**src/rtl/chan_evt_pkg.sv**
```systemverilog
package chan_evt_pkg;

    localparam int DATA_W      = 32;
    localparam int ADDR_W      = 6;
    localparam int OFS_IRQ     = 0;
    localparam int OFS_OVF     = 1;
    localparam int OFS_XFER    = 2;
    localparam int OFS_SUM     = 3;
    localparam int OFS_CH_BASE = 32;

    // bit 0 irq, bit 1 overflow, bit 2 transfer
    typedef struct packed {
        logic xfer;
        logic ovf;
        logic irq;
    } ch_bits_t;

    typedef enum logic [2:0] {
        SEL_IRQ,
        SEL_OVF,
        SEL_XFER,
        SEL_SUM,
        SEL_CHAN,
        SEL_NONE
    } reg_sel_e;

    function automatic reg_sel_e decode_addr(input logic [ADDR_W-1:0] addr, input int num_ch);
        int a;
        a = int'(addr);
        if (a == OFS_IRQ)       return SEL_IRQ;
        else if (a == OFS_OVF)  return SEL_OVF;
        else if (a == OFS_XFER) return SEL_XFER;
        else if (a == OFS_SUM)  return SEL_SUM;
        else if (a >= OFS_CH_BASE && a < OFS_CH_BASE + num_ch) return SEL_CHAN;
        else                    return SEL_NONE;
    endfunction

endpackage

```
**src/rtl/chan_evt_cell.sv**
```systemverilog
module chan_evt_cell
    import chan_evt_pkg::*;
(
    input  logic     clk,
    input  logic     rst,
    input  logic     irq_set_i,
    input  logic     xfer_set_i,
    input  ch_bits_t clr_i,
    output ch_bits_t stat_o
);

    ch_bits_t stat_q;

    always_ff @(posedge clk) begin
        if (rst) begin
            stat_q <= '0;
        end else begin
            stat_q.ovf  <= (irq_set_i & stat_q.irq) | (stat_q.ovf & ~clr_i.ovf);
            stat_q.irq  <= irq_set_i  | (stat_q.irq  & ~clr_i.irq);
            stat_q.xfer <= xfer_set_i | (stat_q.xfer & ~clr_i.xfer);
        end
    end

    assign stat_o = stat_q;

    AST_IRQ_SET_WINS: assert property (@(posedge clk) disable iff (rst)
        irq_set_i |=> stat_q.irq);
    AST_OVF_DETECT: assert property (@(posedge clk) disable iff (rst)
        (irq_set_i && stat_q.irq) |=> stat_q.ovf);
    AST_OVF_HOLD: assert property (@(posedge clk) disable iff (rst)
        (stat_q.ovf && !clr_i.ovf) |=> stat_q.ovf);
    AST_NO_SPURIOUS_OVF: assert property (@(posedge clk) disable iff (rst)
        (!stat_q.ovf && !(irq_set_i && stat_q.irq)) |=> !stat_q.ovf);
    AST_IRQ_CLEAR: assert property (@(posedge clk) disable iff (rst)
        (clr_i.irq && !irq_set_i) |=> !stat_q.irq);
    AST_XFER_SET: assert property (@(posedge clk) disable iff (rst)
        xfer_set_i |=> stat_q.xfer);

endmodule

```
**src/rtl/chan_evt_regif.sv**
```systemverilog
module chan_evt_regif
    import chan_evt_pkg::*;
#(
    parameter int NUM_CH = 32
) (
    input  logic                  clk,
    input  logic                  rst,
    input  logic [ADDR_W-1:0]     addr_i,
    input  logic                  wr_i,
    input  logic [DATA_W-1:0]     wdata_i,
    input  ch_bits_t [NUM_CH-1:0] stat_i,
    output ch_bits_t [NUM_CH-1:0] clr_o,
    output logic [DATA_W-1:0]     rdata_o
);

    localparam int IDX_W = (NUM_CH > 1) ? $clog2(NUM_CH) : 1;

    reg_sel_e           sel;
    logic [IDX_W-1:0]   ch_idx;
    logic [DATA_W-1:0]  irq_word, ovf_word, xfer_word, sum_word;
    logic [DATA_W-1:0]  rd_mux;
    logic [DATA_W-1:0]  rdata_q;
    logic               unused_wdata;

    assign sel          = decode_addr(addr_i, NUM_CH);
    assign ch_idx       = addr_i[IDX_W-1:0];
    assign unused_wdata = ^wdata_i;

    generate
        for (genvar n = 0; n < DATA_W; n++) begin : g_word
            if (n < NUM_CH) begin : g_live
                assign irq_word[n]  = stat_i[n].irq;
                assign ovf_word[n]  = stat_i[n].ovf;
                assign xfer_word[n] = stat_i[n].xfer;
            end else begin : g_pad
                assign irq_word[n]  = 1'b0;
                assign ovf_word[n]  = 1'b0;
                assign xfer_word[n] = 1'b0;
            end
        end

        for (genvar n = 0; n < NUM_CH; n++) begin : g_clr
            logic own_hit;
            assign own_hit = wr_i && (sel == SEL_CHAN) && (ch_idx == IDX_W'(n));
            assign clr_o[n].irq  = (wr_i && sel == SEL_IRQ  && wdata_i[n]) || (own_hit && wdata_i[0]);
            assign clr_o[n].ovf  = (wr_i && sel == SEL_OVF  && wdata_i[n]) || (own_hit && wdata_i[1]);
            assign clr_o[n].xfer = (wr_i && sel == SEL_XFER && wdata_i[n]) || (own_hit && wdata_i[2]);
        end
    endgenerate

    assign sum_word = {{(DATA_W-3){1'b0}}, |xfer_word, |ovf_word, |irq_word};

    always_comb begin
        case (sel)
            SEL_IRQ:  rd_mux = irq_word;
            SEL_OVF:  rd_mux = ovf_word;
            SEL_XFER: rd_mux = xfer_word;
            SEL_SUM:  rd_mux = sum_word;
            SEL_CHAN: rd_mux = {{(DATA_W-3){1'b0}}, stat_i[ch_idx]};
            default:  rd_mux = '0;
        endcase
    end

    always_ff @(posedge clk) begin
        if (rst) rdata_q <= '0;
        else     rdata_q <= rd_mux;
    end

    assign rdata_o = rdata_q;

    AST_NO_CLEAR_ON_RO: assert property (@(posedge clk) disable iff (rst)
        (sel == SEL_SUM || sel == SEL_NONE || !wr_i) |-> (clr_o == '0));
    AST_SUM_UPPER_ZERO: assert property (@(posedge clk) disable iff (rst)
        $past(sel == SEL_SUM) |-> (rdata_q[DATA_W-1:3] == '0));

endmodule

```
**src/rtl/chan_evt_status.sv**
```systemverilog
module chan_evt_status
    import chan_evt_pkg::*;
#(
    parameter int NUM_CH = 32
) (
    input  logic              clk,
    input  logic              rst,
    input  logic [NUM_CH-1:0] irq_evt_i,
    input  logic [NUM_CH-1:0] xfer_evt_i,
    input  logic [5:0]        reg_addr_i,
    input  logic              reg_wr_i,
    input  logic [31:0]       reg_wdata_i,
    output logic [31:0]       reg_rdata_o,
    output logic              irq_any_o,
    output logic [NUM_CH-1:0] ch_irq_o,
    output logic [NUM_CH-1:0] ch_ovf_o,
    output logic [NUM_CH-1:0] ch_xfer_o
);

    ch_bits_t [NUM_CH-1:0] stat;
    ch_bits_t [NUM_CH-1:0] clr;

    initial begin
        if (NUM_CH < 1 || NUM_CH > DATA_W)
            $error("NUM_CH out of range");
    end

    generate
        for (genvar n = 0; n < NUM_CH; n++) begin : g_ch
            chan_evt_cell cell_i (
                .clk        (clk),
                .rst        (rst),
                .irq_set_i  (irq_evt_i[n]),
                .xfer_set_i (xfer_evt_i[n]),
                .clr_i      (clr[n]),
                .stat_o     (stat[n])
            );
            assign ch_irq_o[n]  = stat[n].irq;
            assign ch_ovf_o[n]  = stat[n].ovf;
            assign ch_xfer_o[n] = stat[n].xfer;
        end
    endgenerate

    chan_evt_regif #(.NUM_CH(NUM_CH)) regif_i (
        .clk     (clk),
        .rst     (rst),
        .addr_i  (reg_addr_i),
        .wr_i    (reg_wr_i),
        .wdata_i (reg_wdata_i),
        .stat_i  (stat),
        .clr_o   (clr),
        .rdata_o (reg_rdata_o)
    );

    assign irq_any_o = |ch_irq_o;

    AST_IRQ_LEVEL_RISE: assert property (@(posedge clk) disable iff (rst)
        (|irq_evt_i) |=> irq_any_o);

endmodule

```
**config.mk**
```make
export PLATFORM = sky130hd
export DESIGN_NAME = chan_evt_status
export DESIGN_NICKNAME = d
export VERILOG_FILES = /design/src/rtl/chan_evt_pkg.sv /design/src/rtl/chan_evt_cell.sv /design/src/rtl/chan_evt_regif.sv /design/src/rtl/chan_evt_status.sv
export SDC_FILE = /design/constraint.sdc
export NUM_CORES = 1
export LEC_CHECK = 0
export ABC_AREA = 1
export BUFFER_PORTS_ARGS = -buffer_cell sky130_fd_sc_hd__buf_2
export CAP_MARGIN = 25
export CORE_MARGIN = 2
export CORE_UTILIZATION = 25
export CTS_CLUSTER_DIAMETER = 60
export DETAILED_ROUTE_END_ITERATION = 8
export PLACE_DENSITY = 0.46
export SYNTH_ARGS = -nofsm -noshare
export SYNTH_HDL_FRONTEND = slang
export SYNTH_SLANG_ARGS = --single-unit
export TNS_END_PERCENT = 5
```
**constraint.sdc**
```tcl
create_clock -name clk -period 1.3 [get_ports clk]
set_input_delay 0.065 -clock clk [delete_from_list [all_inputs] [get_ports clk]]
set_output_delay 0.065 -clock clk [all_outputs]
set_load 0.03 [all_outputs]
```
==> flow_summary_export.csv, run 1 <==
group,metric,value,unit
logic_synthesis,synth_nets,1293,
logic_synthesis,ys_seq_area_share,35.99,%
logic_synthesis,avgSynthCellArea,5.994,um^2
floorplanning,pin_count,234,
clocking,cts.path.max_buffers,2,
clocking,clk_root_buffer_cell,"clkbuf_16",
critical_path,cp.arrival,1.54,ns
logic_synthesis,yosysTopAreaCellShare,35.99,%
drt,drt_iter0_markers,880,
sta,slew_headroom,71.73,%
drt,wl_per_cell,17.21,um
critical_path,worstPathRequired,1.24,ns
floorplanning,rows,61,
drt,drc_errors,0,
logic_synthesis,synth_area_leader_cell,"dfxtp_1",
placement,dp_hpwl,27870,um
critical_path,worstPathCellList,"inv_2, nand3_2, nor2_4, nand4_1, buf_4, buf_6",
critical_path,crit_path_end_kind,"primary output",
critical_path,critical_path.max_stage_delay,0.32,ns
global_route,grt_remaining_overflow,0,
worst_hold_path,hold_path.class,"in -> reg",
placement,gp_congestion,0.9517,
clocking,cts_tree,"yes",
sta,hold_slack,0.01054,ns
global_route,grt_start_max_net_pins,35,
finish,syn_to_final_growth,69.39,%
sta,period_needed,1.606,ns
sta,setup_ws,-0.3055,ns
logic_synthesis,synthTopCellsByArea,"dfxtp_1, nand2_1, a21oi_1",
critical_path,start_kind,"flip-flop",
outcome,violations,"setup timing",
critical_path,slowest_stage,"dfxtp_2",
clocking,clk_latency,0.42,ns
sta,hold_viol,0,
sta,slew_viol_final,0,
logic_synthesis,synth_cells,1188,
sta,finClkSkew,0.008234,ns
critical_path,cp_top_family,"buffers and inverters",
finish,layout-drive-gt1-share,33.74,%
logic_synthesis,ys.flop_type,"dfxtp_1",
finish,fill_cells,3076,
sta,setup-violations-final,5,
drt,drtPass1Iterations,5,
drt,vias,9675,
logic_synthesis,syn_area,7121,um^2
finish,nets,1814,
logic_synthesis,ys_seq_elements,128,
global_route,grt_first_pass_wirelength,54940,um
placement,dpl-instance-area,10380,um^2
logic_synthesis,yosys-top-cells-count,"nand2_1, nor2_1, a21oi_1",
outcome,status,"finished, violations left",
logic_synthesis,async_flop_share,0,%
critical_path,crit_buf_inv,3,
clocking,htreeDepth,4,
sta,period_share,123.5,%
power,vdd_ir_drop_max,0.0007226,V
logic_synthesis,yosysMostFrequentCell,"nand2_1",
global_route,track_usage,23.82,%
flow_run,maxCapViolations,0,
floorplanning,start_util,25.49,%
sta,worst_pin_slew,0.4240,ns
global_route,grt_antenna_before_repair,2,
clocking,cts_buffers,17,
drt,vias_per_cell,4.603,
drt,wl,36170,um
logic_synthesis,ys_warn_count,0,
sta,max_freq,622.8,MHz
logic_synthesis,synth-edff-count,0,
placement,portBuffers,233,
clocking,cts_sinks,128,
floorplanning,core_area,27930,um^2
clocking,clkTransAtPathRegs,0.06,ns
sta,rsz0062_at_grt,"true",
floorplanning,die_area,29850,um^2
logic_synthesis,ys_types,29,
power,p_leak,6.077,nW
floorplanning,die_w,172.8,um
global_route,grt_pass1_vias,9498,
finish,stdcell_area,12060,um^2
power,p_per_area,1036,nW/um^2
critical_path,worst-path-max-fanout,4,
drt,ant_nets,0,
floorplanning,dieHeight,172.8,um
critical_path,crit_type,"reg -> out",
[power by group]
group | switching (mW) | internal, mW | leakage [nW]
Sequential | 0.148 | 4.15 | 1.07
Clock | 1.90 | 3.22 | 0.298
Combinational | 1.80 | 1.28 | 4.71
[kinds of logic after synthesis]
family / count (synthesis) / synth area share, %
flops: 128 / 35.99
simple gates: 618 / 34.42
compound gates: 243 / 18.31
buf+inv: 199 / 11.28
[per-stage QoR]
stage	utilization, %	total power [mW]	cells	worst slack, ns	setup TNS, ns
6_report	43.18	12.50	2102	-0.3055	-0.6189
3_3_place_gp	37.15	7.177	1974	-0.4491	-25.54
5_1_grt	43.18	13.01	2102	-0.3421	-1.356
4_1_cts	42.86	12.54	2100	-0.3773	-0.7013
3_5_place_dp	37.15	7.175	1974	-0.4591	-26.15
2_1_floorplan	-	5.752	1188	-0.1496	-0.1496
[routing by layer]
layer	wire length (um)	part of all wire, %	GRT usage [%]
met1	17320	48	33.43
met2	16250	45	38.22
met3	1896	5.2	3.276
met4	697	1.9	6.532
met5	0	0	0
[registers in the layout, indices dropped and copies added, names as in the netlist]
register / count
regif_i.rdata_o: 32
g_ch.cell_i.stat_o: 96
[final cells by class]
type / count / area [um^2] / share of cell area (%)
multi-input combinational: 861 / 3875 / 32.13
inverter: 142 / 533.0 / 4.419
sequential: 128 / 2621 / 21.73
tap: 378 / 473.0 / 3.921
antenna: 2 / 5.005 / 0.04149
clock inverter: 6 / 105.1 / 0.8714
clock buffer: 26 / 499.2 / 4.139
timing repair buffer: 559 / 3950 / 32.75
[worst register-to-register path, stage by stage (launching register included)]
cell and delay (ns):
dfxtp_1 0.33, inv_1 0.09, buf_4 0.15, nand2_1 0.05, o21ai_0 0.06, nor2_1 0.14
nor2_1 0.07, nor2_2 0.11, nand2_1 0.08, nand2_1 0.07, nand2_1 0.07, a21oi_2 0.15
[repair_timing]
item                                    4_1_cts  5_1_grt
gates resized for setup                      18       24
hold endpoints to repair                     96        0
endpoints found under the setup margin        5       16
pin swaps                                    10       13
hold buffers                                 93        0
setup buffers                                 1        0
[path summary, 6_finish.rpt]
path / to / cells after the start / from / slack, ns
hold / removal: g_ch[13].cell_i.stat_o[0] / 4 / reg_wdata_i[0] / 0.01
hold reg to reg: g_ch[29].cell_i.stat_o[1] / 2 / g_ch[29].cell_i.stat_o[0] / 0.48
setup reg to reg: regif_i.rdata_o[1] / 11 / g_ch[20].cell_i.stat_o[1] / -0.15
setup / recovery: irq_any_o / 6 / g_ch[3].cell_i.stat_o[0] / -0.31
[cell usage in the layout, fill, tap and decap left out, types with 26 or more instances in the layout]
cell type        n
buf_4          225
nand3_1         39
dfxtp_1         95
nor2_1         152
nand2_1        382
dlygate4sd3_1   93
o21ai_0         36
inv_1          122
buf_2          231
dfxtp_2         26
a21oi_1        155
(Power assumes the default switching activity.)
==> inputs of run 2 (changes only) <==
PLACE_DENSITY = 0.44   (was 0.46)
clock period = 1.6 ns   (was 1.3 ns; I/O delays follow)
==> run 2 against run 1 <==
Sequential share of layout area increased by 1.5 points. The run now ends clean. Clock power is 18% lower. First-iteration DRC count decreased by 4.0%. Largest power group unchanged. Final area down 8.4%. Critical path depth fell by 1. Global-route usage down 0.41 points. Critical path type unchanged. Register-to-register slack improved by 0.30 ns. Setup slack gained 0.32 ns. Sequential cell count stayed put. Count of clock-buffer cells in the layout down 6.
==> flow_summary_export.csv, run 2 (synthesis gave the netlist of run 1 again) <==
group,metric,value,unit
placement,dp_hpwl,26620,um
sta,finClkSkew,0.01089,ns
floorplanning,core_area,27930,um^2
floorplanning,dieHeight,172.8,um
clocking,clkTransAtPathRegs,0.06,ns
sta,setup_ws,0.01135,ns
sta,finalSetupTns,0,ns
finish,final_common_cell,"nand2_1",
floorplanning,die_w,172.8,um
drt,drc_errors,0,
clocking,clk_latency,0.43,ns
worst_hold_path,hold_path.class,"in -> reg",
critical_path,crit_type,"reg -> out",
sta,slew_headroom,67.48,%
critical_path,r2r-end,"g_ch[17].cell_i.stat_o[0]",
drt,vias,9301,
power,p_leak,5.454,nW
global_route,grt_antenna_before_repair,0,
floorplanning,pin_count,234,
drt,ant_nets,0,
sta,slew_viol_final,0,
sta,hold_slack,0.1168,ns
drt,drt_iter0_markers,845,
finish,layout-drive-gt1-share,25.56,%
worst_hold_path,hold_end,"g_ch[17].cell_i.stat_o[2]",
finish,syn_to_final_growth,55.17,%
global_route,grt_remaining_overflow,0,
clocking,cts_sinks,128,
sta,period_share,99.29,%
global_route,grt_first_pass_wirelength,53710,um
critical_path,start_kind,"flip-flop",
finish,final_cell_mix,"nand2_1, buf_2, nor2_1",
worst_hold_path,hold_depth,4,
sta,hold_viol,0,
outcome,status,"completed",
critical_path,r2r_cells,5,
power,fin_total_pwr,9.883,mW
floorplanning,die_area,29850,um^2
power,p_per_area,894.4,nW/um^2
critical_path,timing.rr.start,"g_ch[17].cell_i.stat_o[0]",
worst_hold_path,hold_path_startpoint,"reg_wdata_i[2]",
sta,worst_pin_slew,0.4877,ns
global_route,track_usage,23.41,%
critical_path,worstPathRequired,1.52,ns
finish,largest_reg_flops,96,
clocking,cts_tree,"yes",
flow_run,maxCapViolations,0,
placement,portBuffers,233,
finish,fill_cells,3164,
finish,finalNonFillerCells,1978,
finish,finish.utilization,39.55,%
placement,dpl-instance-area,9330,um^2
global_route,grt_start_max_net_pins,61,
placement,dp.cells,1842,
global_route,grt_pass1_vias,9137,
clocking,cts.path.max_buffers,2,
placement,pre_cts_ws,-0.07610,ns
finish,diodes,0,
critical_path,worst-path-max-fanout,4,
finish,nets,1692,
drt,vias_per_cell,4.702,
sta,max_freq,629.5,MHz
critical_path,r2r_setup_slack,0.15,ns
power,vdd_ir_drop_max,0.0005842,V
finish,stdcell_area,11050,um^2
floorplanning,rows,61,
placement,gp_congestion,0.9114,
sta,setup-violations-final,0,
floorplanning,start_util,25.49,%
clocking,cts_buffers,17,
drt,drtPass1Iterations,5,
critical_path,cp.arrival,1.51,ns
sta,rsz0062_at_grt,"true",
drt,wl_per_cell,17.94,um
critical_path,crit_path_end_kind,"primary output",
sta,period_needed,1.589,ns
clocking,clk_root_buffer_cell,"clkbuf_16",
drt,wl,35480,um
clocking,htreeDepth,4,
run 2: changes by cell type in the layout (fill, tap and decap cells not counted), sizes merged:
cell	before	now
buf	466	334
dlygate4sd3	93	101
clkbuf	26	22
clkinvlp	0	4
diode	2	0
inv	141	143
run 2: timing repair:
action,4_1_cts,5_1_grt
setup endpoints to repair,1,7
hold buffers,101,0
setup buffers,1,2
pin swaps,3,1
hold endpoints to repair,99,0
gates resized for setup,14,19
run 2: critical path: stages (launching register included):
cell and delay (ns):
dfxtp_1 0.33, nor2_1 0.13, nand3_1 0.10, nor2_2 0.19, nand4_1 0.15, buf_6 0.18
run 2: cell type report:
cell class / count / area, um^2 / area share [%]
clock buffer: 20 / 466.7 / 4.224
tap: 378 / 473.0 / 4.280
multi-input combinational: 861 / 3797 / 34.37
timing repair buffer: 437 / 3052 / 27.62
sequential: 128 / 2569 / 23.25
clock inverter: 12 / 156.4 / 1.415
inverter: 142 / 535.5 / 4.847
run 2: routing by layer:
metal	routed length (um)	track usage, %	vias to the layer above
met2	16140	38.15	354
li1	-	-	4578
met1	16340	31.54	4314
met4	1028	8.439	0
met3	1975	3.342	55
met5	0	0	-
run 2: where the power goes:
| group | internal (mW) | switching (mW) | total, mW |
|---|---|---|---|
| registers | 3.37 | 0.163 | 3.53 |
| clock network | 2.58 | 1.63 | 4.21 |
| logic | 0.797 | 1.35 | 2.14 |
| total | 6.75 | 3.13 | 9.88 |
run 2: worst max-delay path by stage:
stage / start / end / cells past startpoint
2_1_floorplan: g_ch[15].cell_i.stat_o[0] / regif_i.rdata_o[0] / 8
3_3_place_gp: reg_addr_i[0] / g_ch[28].cell_i.stat_o[0] / 8
3_5_place_dp: reg_addr_i[0] / g_ch[28].cell_i.stat_o[0] / 8
4_1_cts: g_ch[14].cell_i.stat_o[0] / irq_any_o / 5
5_1_grt: g_ch[22].cell_i.stat_o[0] / irq_any_o / 5
6_report: g_ch[17].cell_i.stat_o[0] / irq_any_o / 5
==> inputs of run 3 (changes only) <==
CORE_UTILIZATION = 51   (was 25)
PLACE_DENSITY = 0.79   (was 0.44)
==> run 3 against run 2 <==
Final area fell by 5.2%. Register-to-register slack got worse by 0.05 ns. Combinational power fell by 4%. Critical path depth did not move. Global-route usage rose by 19 points. Sequential share of layout area rose by 1.3 points. Sequential cell count did not move. Die area fell by 50%. Core utilization rose by 36 points. Count of clock-buffer cells in the layout rose by 1. First-iteration DRC count rose by 88%. Cell count fell by 12%. The run now ends with hold timing, setup timing left. Critical path type unchanged.
==> flow_summary_export.csv, run 3 (synthesis gave the netlist of run 1 again) <==
group,metric,value,unit
floorplanning,rows,43,
sta,max_freq,606.1,MHz
placement,dp_hpwl,21700,um
drt,vias_per_cell,5.662,
sta,period_share,103.1,%
floorplanning,die_area,14920,um^2
critical_path,start_kind,"flip-flop",
clocking,clkTransAtPathRegs,0.06,ns
global_route,grt_first_pass_wirelength,48150,um
drt,wl,31660,um
drt,vias,9846,
power,vdd_ir_drop_max,0.0007039,V
sta,worst_pin_slew,0.3436,ns
sta,finClkSkew,0.007532,ns
critical_path,worstPathRequired,1.52,ns
finish,finalNonFillerCells,1739,
placement,portBuffers,233,
finish,stdcell_area,10470,um^2
floorplanning,start_util,51.70,%
sta,setup-violations-final,1,
sta,hold_viol,1,
floorplanning,die_w,122.2,um
global_route,grt_start_max_net_pins,48,
sta,rsz0062_at_grt,"true",
clocking,clk_latency,0.43,ns
finish,largest_reg_flops,96,
flow_run,maxCapViolations,0,
sta,period_needed,1.650,ns
global_route,grt_pass1_vias,9269,
sta,setup_ws,-0.05000,ns
drt,drtPass1Iterations,7,
clocking,clk_root_buffer_cell,"clkbuf_16",
clocking,cts_tree,"yes",
placement,dpl-instance-area,8830,um^2
power,p_per_area,944.3,nW/um^2
sta,slew_viol_final,0,
power,p_leak,5.253,nW
finish,nets,1650,
sta,hold_slack,-0.007194,ns
drt,drt_iter0_markers,1587,
critical_path,cp.arrival,1.57,ns
global_route,grt_antenna_before_repair,1,
drt,ant_nets,0,
floorplanning,core_area,13770,um^2
worst_hold_path,hold_path.class,"in -> reg",
global_route,track_usage,42.21,%
global_route,grt_remaining_overflow,0,
critical_path,worst-path-max-fanout,3,
power,fin_total_pwr,9.887,mW
clocking,cts_buffers,17,
floorplanning,dieHeight,122.2,um
outcome,status,"finished, violations left",
sta,slew_headroom,77.10,%
placement,dp.cells,1614,
drt,drc_errors,0,
clocking,cts.path.max_buffers,2,
clocking,htreeDepth,4,
finish,syn_to_final_growth,47.04,%
finish,final_cell_mix,"nand2_1, buf_2, a21oi_1",
finish,layout-drive-gt1-share,24.52,%
critical_path,crit_type,"reg -> out",
placement,gp_congestion,1.065,
finish,final_common_cell,"nand2_1",
clocking,cts_sinks,128,
outcome,violations,"hold timing, setup timing",
floorplanning,pin_count,234,
critical_path,crit_path_end_kind,"primary output",
drt,wl_per_cell,18.21,um
[run 3: cell count changes in the layout (fill, tap and decap cells not counted), sizes merged]
cell / change
bufinv: +1
diode: +1
inv: -2
clkbuf: -1
dlygate4sd3: -10
clkinvlp: -1
clkinv: +1
buf: -30
[run 3: worst max-delay path, stage by stage, from the launching register on]
cell	delay (ns)
dfxtp_2	0.34
nor2_2	0.10
nand3_1	0.14
nor2_2	0.19
nand4_1	0.18
buf_6	0.19
[run 3: cell type report]
type	count	area [um^2]
diodes	1	2.502
clock buffers	21	470.5
clock inverters	11	178.9
fillers	1091	3303
inverters	142	536.8
multi-input cells	861	3792
flip-flops and latches	128	2570
well taps	180	225.2
repair buffers	395	2694
[run 3: power breakdown]
part | leakage, nW | switching (mW) | internal, mW
Clock | 0.310 | 1.55 | 2.75
Sequential | 1.06 | 0.174 | 3.37
Combinational | 3.88 | 1.32 | 0.731
Total | 5.25 | 3.04 | 6.85
[run 3: final timing paths]
| kind | from | to | slack [ns] | cells past startpoint |
|---|---|---|---|---|
| setup reg to reg | g_ch[11].cell_i.stat_o[0] | regif_i.rdata_o[0] | 0.10 | 9 |
| hold reg to reg | g_ch[7].cell_i.stat_o[0] | g_ch[7].cell_i.stat_o[1] | 0.47 | 2 |
| setup / recovery | g_ch[11].cell_i.stat_o[0] | irq_any_o | -0.05 | 5 |
| hold / removal | reg_wdata_i[23] | g_ch[23].cell_i.stat_o[1] | -0.007 | 4 |
[run 3: repair_timing]
action / in CTS / in global routing
gates resized for setup: 8 / 30
endpoints found under the hold margin: 97 / 0
buffers inserted: 1 / 0
setup endpoints to repair: 1 / 42
hold buffers: 91 / 0
pin swaps: 2 / 6
[run 3: metrics by stage]
| step | worst slack [ns] | util, % | TNS (ns) |
|---|---|---|---|
| final | -0.05000 | 76.02 | -0.05000 |
| after global routing | -0.04604 | 76.02 | -0.2964 |
| after CTS | 0.001522 | 75.63 | 0 |
| after detailed placement | -0.06163 | 64.11 | -0.06163 |
| after global placement | -0.02471 | 64.11 | -0.02471 |
| after floorplan | 0.08665 | - | 0 |
[run 3: per-layer routing]
metal  global-route usage (%)  share of wire, %
met1                    53.91                38
met4                    21.84               4.7
met2                    67.53                45
met5                        0                 0
met3                    8.333                12
